File: config.mk
export PLATFORM = sky130hd
export DESIGN_NAME = cap_reload_timer
export DESIGN_NICKNAME = d
export VERILOG_FILES = /design/src/rtl/tmr_pkg.sv /design/src/rtl/tmr_edge_sync.sv /design/src/rtl/tmr_core.sv /design/src/rtl/tmr_ctrl.sv /design/src/rtl/cap_reload_timer.sv
export SDC_FILE = /design/constraint.sdc
export NUM_CORES = 1
export LEC_CHECK = 0
export BUFFER_PORTS_ARGS = -buffer_cell sky130_fd_sc_hd__buf_2
export CAP_MARGIN = 20
export CELL_PAD_IN_SITES_DETAIL_PLACEMENT = 1
export CELL_PAD_IN_SITES_GLOBAL_PLACEMENT = 1
export CORE_UTILIZATION = 39
export DETAILED_ROUTE_END_ITERATION = 12
export PLACE_DENSITY_LB_ADDON = 0.25
export SETUP_SLACK_MARGIN = 0.2
export SLEW_MARGIN = 20
export SYNTH_ARGS = -nofsm -noshare
export SYNTH_HDL_FRONTEND = slang
export SYNTH_SLANG_ARGS = --single-unit
File: constraint.sdc
create_clock -name clk -period 3.72 [get_ports clk]
set_input_delay 0 -clock clk [delete_from_list [all_inputs] [get_ports clk]]
set_output_delay 0 -clock clk [all_outputs]
set_load 0.02 [all_outputs]
File: src/rtl/tmr_pkg.sv
package tmr_pkg;
    localparam int BYTE_W = 8;
    localparam int B_OVF  = 7;
    localparam int B_EVT  = 6;
    localparam int B_RXS  = 5;
    localparam int B_TXS  = 4;
    localparam int B_TEN  = 3;
    localparam int B_RUN  = 2;
    localparam int B_SRC  = 1;
    localparam int B_CAP  = 0;
    typedef logic [BYTE_W-1:0] byte_t;
endpackage

File: src/rtl/tmr_edge_sync.sv
module tmr_edge_sync #(
    parameter int STAGES = 2,
    localparam int L = STAGES + 1
) (
    input  logic clk,
    input  logic rst_n,
    input  logic pin,
    output logic fall
);
    logic [L-1:0] sh_d, sh_q;

    always_comb begin
        sh_d = {sh_q[L-2:0], pin};
    end

    always_ff @(posedge clk or negedge rst_n) begin
        if (!rst_n) sh_q <= '1;
        else        sh_q <= sh_d;
    end

    assign fall = sh_q[L-1] & ~sh_q[L-2];
endmodule

File: src/rtl/tmr_core.sv
module tmr_core
    import tmr_pkg::*;
#(
    parameter int CNT_W = 16,
    localparam int NB = CNT_W / BYTE_W
) (
    input  logic             clk,
    input  logic             rst_n,
    input  logic             run,
    input  logic             src_sel,
    input  logic             cap_mode,
    input  logic             rx_sel,
    input  logic             tx_sel,
    input  logic             trig_en,
    input  logic             tick,
    input  logic             cnt_fall,
    input  logic             trig_fall,
    input  logic [NB-1:0]    cnt_wr,
    input  logic [NB-1:0]    rl_wr,
    input  byte_t            wdata,
    output logic [CNT_W-1:0] count,
    output logic [CNT_W-1:0] reload,
    output logic             ovf_evt,
    output logic             trig_evt,
    output logic             rx_pulse,
    output logic             tx_pulse
);
    localparam logic [CNT_W-1:0] ONE = {{(CNT_W-1){1'b0}}, 1'b1};

    typedef struct packed {
        logic [CNT_W-1:0] count;
        logic [CNT_W-1:0] reload;
        logic             rx;
        logic             tx;
    } core_st_t;

    core_st_t st_d, st_q;
    logic baud, inc, rl_evt, cap_evt;

    always_comb begin
        baud     = rx_sel | tx_sel;
        inc      = run & (src_sel ? cnt_fall : tick);
        ovf_evt  = inc & (&st_q.count);
        trig_evt = trig_en & trig_fall;
        rl_evt   = (ovf_evt & (baud | ~cap_mode)) | (trig_evt & ~baud & ~cap_mode);
        cap_evt  = trig_evt & ~baud & cap_mode;

        st_d = st_q;
        if (rl_evt)   st_d.count = st_q.reload;
        else if (inc) st_d.count = st_q.count + ONE;
        for (int b = 0; b < NB; b++) begin
            if (cnt_wr[b]) st_d.count[b*BYTE_W +: BYTE_W] = wdata;
            if (rl_wr[b])  st_d.reload[b*BYTE_W +: BYTE_W] = wdata;
        end
        if (cap_evt) st_d.reload = st_q.count;
        st_d.rx = ovf_evt & rx_sel;
        st_d.tx = ovf_evt & tx_sel;
    end

    always_ff @(posedge clk or negedge rst_n) begin
        if (!rst_n) st_q <= '0;
        else        st_q <= st_d;
    end

    assign count    = st_q.count;
    assign reload   = st_q.reload;
    assign rx_pulse = st_q.rx;
    assign tx_pulse = st_q.tx;

    assert_capture_keeps_counting_R6: assert property (@(posedge clk) disable iff (!rst_n)
        (cap_evt && inc && !ovf_evt && cnt_wr == '0) |=> count == $past(count) + ONE);
    assert_capture_copies_R6: assert property (@(posedge clk) disable iff (!rst_n)
        cap_evt |=> reload == $past(count));
    assert_reload_on_ovf_R7: assert property (@(posedge clk) disable iff (!rst_n)
        (ovf_evt && !cap_mode && cnt_wr == '0) |=> count == $past(reload));
    assert_trig_ignored_R10: assert property (@(posedge clk) disable iff (!rst_n)
        (!trig_en && !inc && cnt_wr == '0 && rl_wr == '0) |=>
        (count == $past(count) && reload == $past(reload)));
    assert_baud_pulse_R8: assert property (@(posedge clk) disable iff (!rst_n)
        rx_pulse |-> $past(rx_sel));
endmodule

File: src/rtl/tmr_ctrl.sv
module tmr_ctrl
    import tmr_pkg::*;
(
    input  logic  clk,
    input  logic  rst_n,
    input  logic  wr,
    input  byte_t wdata,
    input  logic  ovf_evt,
    input  logic  trig_evt,
    output byte_t ctrl
);
    typedef struct packed {
        byte_t word;
    } ctrl_st_t;

    ctrl_st_t st_d, st_q;
    logic baud;

    always_comb begin
        baud = st_q.word[B_RXS] | st_q.word[B_TXS];
        st_d = st_q;
        if (wr) st_d.word = wdata;
        if (ovf_evt && !baud) st_d.word[B_OVF] = 1'b1;
        if (trig_evt)         st_d.word[B_EVT] = 1'b1;
    end

    always_ff @(posedge clk or negedge rst_n) begin
        if (!rst_n) st_q <= '0;
        else        st_q <= st_d;
    end

    assign ctrl = st_q.word;

    assert_no_ovf_flag_in_baud_R8: assert property (@(posedge clk) disable iff (!rst_n)
        (!wr && (ctrl[B_RXS] || ctrl[B_TXS])) |=> ctrl[B_OVF] == $past(ctrl[B_OVF]));
    assert_event_flag_sticky_R9: assert property (@(posedge clk) disable iff (!rst_n)
        (!wr && ctrl[B_EVT]) |=> ctrl[B_EVT]);
    assert_hw_set_wins_R5: assert property (@(posedge clk) disable iff (!rst_n)
        (ovf_evt && !ctrl[B_RXS] && !ctrl[B_TXS]) |=> ctrl[B_OVF]);
endmodule

File: src/rtl/cap_reload_timer.sv
module cap_reload_timer
    import tmr_pkg::*;
#(
    parameter int CNT_W = 16,
    parameter int SYNC_STAGES = 2,
    localparam int NB = CNT_W / BYTE_W,
    localparam int ADDR_W = $clog2(2 * NB + 1)
) (
    input  logic              clk,
    input  logic              rst_n,
    input  logic [ADDR_W-1:0] reg_addr,
    input  logic              reg_wr,
    input  logic [7:0]        reg_wdata,
    output logic [7:0]        reg_rdata,
    input  logic              tick_en,
    input  logic              count_pin,
    input  logic              trigger_pin,
    input  logic              irq_en,
    output logic              irq,
    output logic              rx_clk_pulse,
    output logic              tx_clk_pulse
);
    byte_t            ctrl;
    logic [CNT_W-1:0] count, reload;
    logic             cnt_fall, trig_fall, ovf_evt, trig_evt, ctrl_wr;
    logic [NB-1:0]    cnt_wr, rl_wr;

    tmr_edge_sync #(.STAGES(SYNC_STAGES)) u_cnt_sync (
        .clk(clk), .rst_n(rst_n), .pin(count_pin), .fall(cnt_fall));
    tmr_edge_sync #(.STAGES(SYNC_STAGES)) u_trig_sync (
        .clk(clk), .rst_n(rst_n), .pin(trigger_pin), .fall(trig_fall));

    always_comb begin
        ctrl_wr = reg_wr && (int'(reg_addr) == 0);
        for (int b = 0; b < NB; b++) begin
            cnt_wr[b] = reg_wr && (int'(reg_addr) == 1 + b);
            rl_wr[b]  = reg_wr && (int'(reg_addr) == 1 + NB + b);
        end
    end

    tmr_ctrl u_ctrl (
        .clk(clk), .rst_n(rst_n), .wr(ctrl_wr), .wdata(reg_wdata),
        .ovf_evt(ovf_evt), .trig_evt(trig_evt), .ctrl(ctrl));

    tmr_core #(.CNT_W(CNT_W)) u_core (
        .clk(clk), .rst_n(rst_n),
        .run(ctrl[B_RUN]), .src_sel(ctrl[B_SRC]), .cap_mode(ctrl[B_CAP]),
        .rx_sel(ctrl[B_RXS]), .tx_sel(ctrl[B_TXS]), .trig_en(ctrl[B_TEN]),
        .tick(tick_en), .cnt_fall(cnt_fall), .trig_fall(trig_fall),
        .cnt_wr(cnt_wr), .rl_wr(rl_wr), .wdata(reg_wdata),
        .count(count), .reload(reload), .ovf_evt(ovf_evt), .trig_evt(trig_evt),
        .rx_pulse(rx_clk_pulse), .tx_pulse(tx_clk_pulse));

    always_comb begin
        reg_rdata = '0;
        if (int'(reg_addr) == 0) reg_rdata = ctrl;
        for (int b = 0; b < NB; b++) begin
            if (int'(reg_addr) == 1 + b)      reg_rdata = count[b*BYTE_W +: BYTE_W];
            if (int'(reg_addr) == 1 + NB + b) reg_rdata = reload[b*BYTE_W +: BYTE_W];
        end
    end

    assign irq = irq_en & (ctrl[B_OVF] | ctrl[B_EVT]);

    assert_irq_needs_flag_R11: assert property (@(posedge clk) disable iff (!rst_n)
        irq |-> (irq_en && (ctrl[B_OVF] || ctrl[B_EVT])));
endmodule

==> run summary <==
PWR
------------------------------------------------------------------------------------------
Largest voltage drop on the vdd net                                               0.221 mV
Pwr per Cell Area                                                               646 mW/mm2
Pleak                                                                              1.30 nW

CTS
------------------------------------------------------------------------------------------
Resize count post-CTS                                                                    0
Clock edge transition at the registers on the reported setup and hold paths        0.10 ns
Number of CTS-inserted buffers                                                           5
Clock net sink count                                                                    48
TritonCTS clock tree                                                                  done
H-tree depth                                                                             2
Clock buffer depth                                                                       2
Clock root cell                                                               sky130_fd_sc_hd__clkbuf_8
Clock latency of the later-clocked register in the worst-skew pair                 0.31 ns

PLACE
------------------------------------------------------------------------------------------
I/O Buffers                                                                             28
Detail Placement HPWL                                                              6.01 mm
Final weighted congestion in routability-driven placement                            0.818

FLOORPLANNING
------------------------------------------------------------------------------------------
Die span in y                                                                      88.3 um
CORE AREA                                                                      0.00721 mm2
Overall die area                                                               0.00780 mm2
Starting density of the core                                                         40.3%
FP Rows                                                                                 31
Die span in x                                                                      88.3 um
Top Ports                                                                               29

STATUS
------------------------------------------------------------------------------------------
Run status                                                                    finished clean

SETUP PATH
------------------------------------------------------------------------------------------
Cell family contributing the most delay on the critical path                  compound AO/OA/AOI/OAI gates
Capturing point of the worst reg2reg path                                     u_core.count[9]
Data required time of the worst path                                               3.93 ns
Crit-path slowest cell                                                        sky130_fd_sc_hd__a31o_1
Depth of the worst register-to-register path                                             6
Sequence of cells on the critical path                                        ha_1, nand4_4, nor4_4, a31o_1, a221oi_1, a21o_1
Setup Crit Path Kind                                                               reg2reg
Internal reg-to-reg setup slack                                                    1.25 ns
Peak per-stage delay on the critical path                                          0.63 ns
Origin of the critical flop-to-flop path                                      u_core.count[0]
Nature of the critical path endpoint                                                  flop
Kind of start point of the critical path                                              flop
WP data arrival                                                                    2.68 ns
Crit Path Max Fanout                                                                    17
Bufs and invs on worst path                                                              0

FLOW RUN
------------------------------------------------------------------------------------------
Max-cap violation count                                                                  0

LAYOUT
------------------------------------------------------------------------------------------
Area grow syn2layout                                                                 11.2%
Register Area                                                                  0.00121 mm2
Area occupied by multi-input gates                                             0.00155 mm2
Number of diodes                                                                         0
Share of final-layout standard cells stronger than drive strength 1                  20.5%
Layout fillers                                                                         847
Core utilization of the finished layout                                              44.7%
Number of nets in the finished design                                                  345

GLOBAL ROUTING
------------------------------------------------------------------------------------------
Global route total overflow                                                              0
Global-route wire length before repair                                             13.6 mm
Pin count of the biggest net entering global routing                                    49
Total routing usage reported by global routing                                       23.4%
Via count of the first global-routing pass                                           2,476
Antenna violations before repair                                                         0

TIMING
------------------------------------------------------------------------------------------
Min Clock Period, post-route                                                       2.47 ns
Fmax achieved                                                                      405 MHz
Clock Skew                                                                      0.00587 ns
Fin. Hold Viols                                                                          0
Portion of the clock cycle consumed by the worst path in the final layout            66.3%
Setup TNS                                                                             0 ns
Headroom to the max-slew limit                                                       28.1%
Final Max Tran Viols                                                                     0
RSZ-0062 raised after global routing                                                    no
Measured slew at the worst slew-check pin                                          1.08 ns
Final setup vio count                                                                    0

SYNTHESIS
------------------------------------------------------------------------------------------
Sequential area share after synthesis                                                41.6%
Post-synthesis area per instance                                                  9.43 um2
Syn Inst Count                                                                         308
Number of enable-type register cells in the synthesized netlist                          0
Mapped Area                                                                    0.00290 mm2
Yosys cell types                                                                        43
Most common flop cell mapped by yosys                                         sky130_fd_sc_hd__dfrtp_1
Net count of the mapped netlist                                                        327
Fraction of registers with async set/reset                                            100%
Flip-flop and latch count after synthesis                                               48
Synthesis warning total                                                                  0

WORST HOLD PATH
------------------------------------------------------------------------------------------
Type of the tightest min-delay check                                                in2reg
Worst hold path startpoint                                                    reg_wdata[5]
Instance count along the most critical hold path                                         3
Worst hold endpoint                                                           u_ctrl.ctrl[5]

ROUTING
------------------------------------------------------------------------------------------
Detailed-route via count                                                             2,432
Detailed-route wire length per cell                                                19.6 um
Iteration-0 DRC Markers                                                                110
First-pass iteration count of the detailed router                                        4
Detailed Route WL                                                                  8.35 mm
DRC violations left                                                                      0
Vias per inst                                                                         5.71
Final antenna-violating net count                                                        0

## per-stage QoR
stage	cells	instance area [um2]	setup WS [ns]	power, mW	hold WS (ns)
global route	426	3230	1.03	2.23	0.0179
floorplan	308	2900	1.85	1.48	-0.296
CTS	426	3220	1.27	2.09	0.0117
finish	426	3230	1.25	2.08	0.00987
detailed placement	412	3050	1.28	1.68	0.107
global placement	412	3050	1.37	1.64	0.105
## per-layer routing
| layer | vias up | GRT usage, % | share of wire (%) |
|---|---|---|---|
| met2 | 39 | 37.8 | 47 |
| li1 | 1150 | - | - |
| met5 | - | 0 | 0 |
| met1 | 1237 | 33.4 | 49 |
| met4 | 0 | 4.25 | 0.73 |
| met3 | 6 | 4.01 | 2.5 |
## Yosys cell counts, types with 3 or more instances
cell / count / share of area, %
sky130_fd_sc_hd__xnor2_1: 5 / 1.5
sky130_fd_sc_hd__and3_1: 3 / 0.65
sky130_fd_sc_hd__xor2_1: 8 / 2.4
sky130_fd_sc_hd__clkbuf_1: 14 / 1.8
sky130_fd_sc_hd__dfstp_2: 6 / 5.4
sky130_fd_sc_hd__o21a_1: 4 / 1.0
sky130_fd_sc_hd__dfrtp_1: 42 / 36
sky130_fd_sc_hd__inv_1: 6 / 0.78
sky130_fd_sc_hd__o22ai_1: 8 / 1.7
sky130_fd_sc_hd__a221oi_1: 8 / 2.4
sky130_fd_sc_hd__a22oi_1: 18 / 4.7
sky130_fd_sc_hd__nand4_1: 4 / 0.86
sky130_fd_sc_hd__a21oi_1: 15 / 2.6
sky130_fd_sc_hd__nand3_1: 11 / 1.9
sky130_fd_sc_hd__o21ai_0: 22 / 3.8
sky130_fd_sc_hd__nor2_1: 22 / 2.8
sky130_fd_sc_hd__a31oi_1: 3 / 0.65
sky130_fd_sc_hd__mux2i_1: 19 / 6.5
sky130_fd_sc_hd__buf_2: 7 / 1.2
sky130_fd_sc_hd__nor2b_1: 4 / 0.86
sky130_fd_sc_hd__nor3_1: 5 / 0.86
sky130_fd_sc_hd__mux2_2: 11 / 4.3
sky130_fd_sc_hd__nand2_1: 35 / 4.5
## cells in the final DEF, fill, tap and decap left out, types with 5 or more instances in the layout
| cell | instances |
|---|---|
| sky130_fd_sc_hd__a22oi_1 | 18 |
| sky130_fd_sc_hd__o21ai_0 | 22 |
| sky130_fd_sc_hd__dfrtp_1 | 42 |
| sky130_fd_sc_hd__inv_1 | 6 |
| sky130_fd_sc_hd__mux2_2 | 11 |
| sky130_fd_sc_hd__dlygate4sd3_1 | 6 |
| sky130_fd_sc_hd__a21oi_1 | 15 |
| sky130_fd_sc_hd__a221oi_1 | 8 |
| sky130_fd_sc_hd__xnor2_1 | 5 |
| sky130_fd_sc_hd__o22ai_1 | 8 |
| sky130_fd_sc_hd__nand2_1 | 35 |
| sky130_fd_sc_hd__clkbuf_8 | 5 |
| sky130_fd_sc_hd__xor2_1 | 8 |
| sky130_fd_sc_hd__mux2i_1 | 19 |
| sky130_fd_sc_hd__nand3_1 | 11 |
| sky130_fd_sc_hd__nor3_1 | 5 |
| sky130_fd_sc_hd__nor2_1 | 21 |
| sky130_fd_sc_hd__dfstp_2 | 6 |
| sky130_fd_sc_hd__buf_2 | 28 |
## final cells by class
type | count | area share (%)
Inverter | 6 | 0.698
Tap cell | 99 | 3.84
Timing Repair Buffer | 35 | 6.43
Multi-Input combinational cell | 230 | 48.0
Clock inverter | 3 | 1.43
Clock buffer | 5 | 2.13
Sequential cell | 48 | 37.4
## power breakdown
group | switching (mW) | internal (mW)
logic | 0.338 | 0.320
registers | 0.313 | 0.712
clock network | 0.198 | 0.203
total | 0.850 | 1.23
## kinds of logic (layout without fill, tap and decap cells)
| logic type | count (synthesis) | count (layout) | share of synthesized area, % |
|---|---|---|---|
| compound gates | 89 | 89 | 20.3 |
| xor+xnor | 13 | 13 | 3.92 |
| fa+ha+maj | 1 | 1 | 0.431 |
| buf+inv | 30 | 49 | 5.26 |
| flops | 48 | 48 | 41.6 |
| mux | 30 | 30 | 10.8 |
| simple gates | 97 | 97 | 17.7 |
## worst max-delay path by stage
stage | from | end | slack (ns) | cells after the start
after floorplan | u_core.count[0] | u_core.count[3] | 1.85 | 7
after global placement | u_core.count[0] | u_core.count[9] | 1.37 | 6
after detailed placement | u_core.count[0] | u_core.count[9] | 1.28 | 6
after CTS | u_core.count[0] | u_core.count[9] | 1.27 | 6
after global routing | u_core.count[0] | u_core.count[9] | 1.03 | 6
final | u_core.count[0] | u_core.count[9] | 1.25 | 6
## registers in the layout, indices dropped and copies added (netlist names)
signal and count:
u_core.rx_pulse 1, u_core.reload 16, u_core.tx_pulse 1, u_cnt_sync.sh_q 3, u_core.count 16, u_ctrl.ctrl 8, u_trig_sync.sh_q 3
## repair_timing
item	4_1_cts	5_1_grt
buffers inserted	0	0
hold buffers	6	0
endpoints found under the hold margin	47	0
setup endpoints to repair	0	0
## worst min-delay path: cells and delay by family
kind                   cells  cell delay, ns
AO/OA/AOI/OAI              1            0.07
buffers and inverters      1            0.14
AND/OR/NAND/NOR            1            0.07
(Power assumes the default switching activity.)
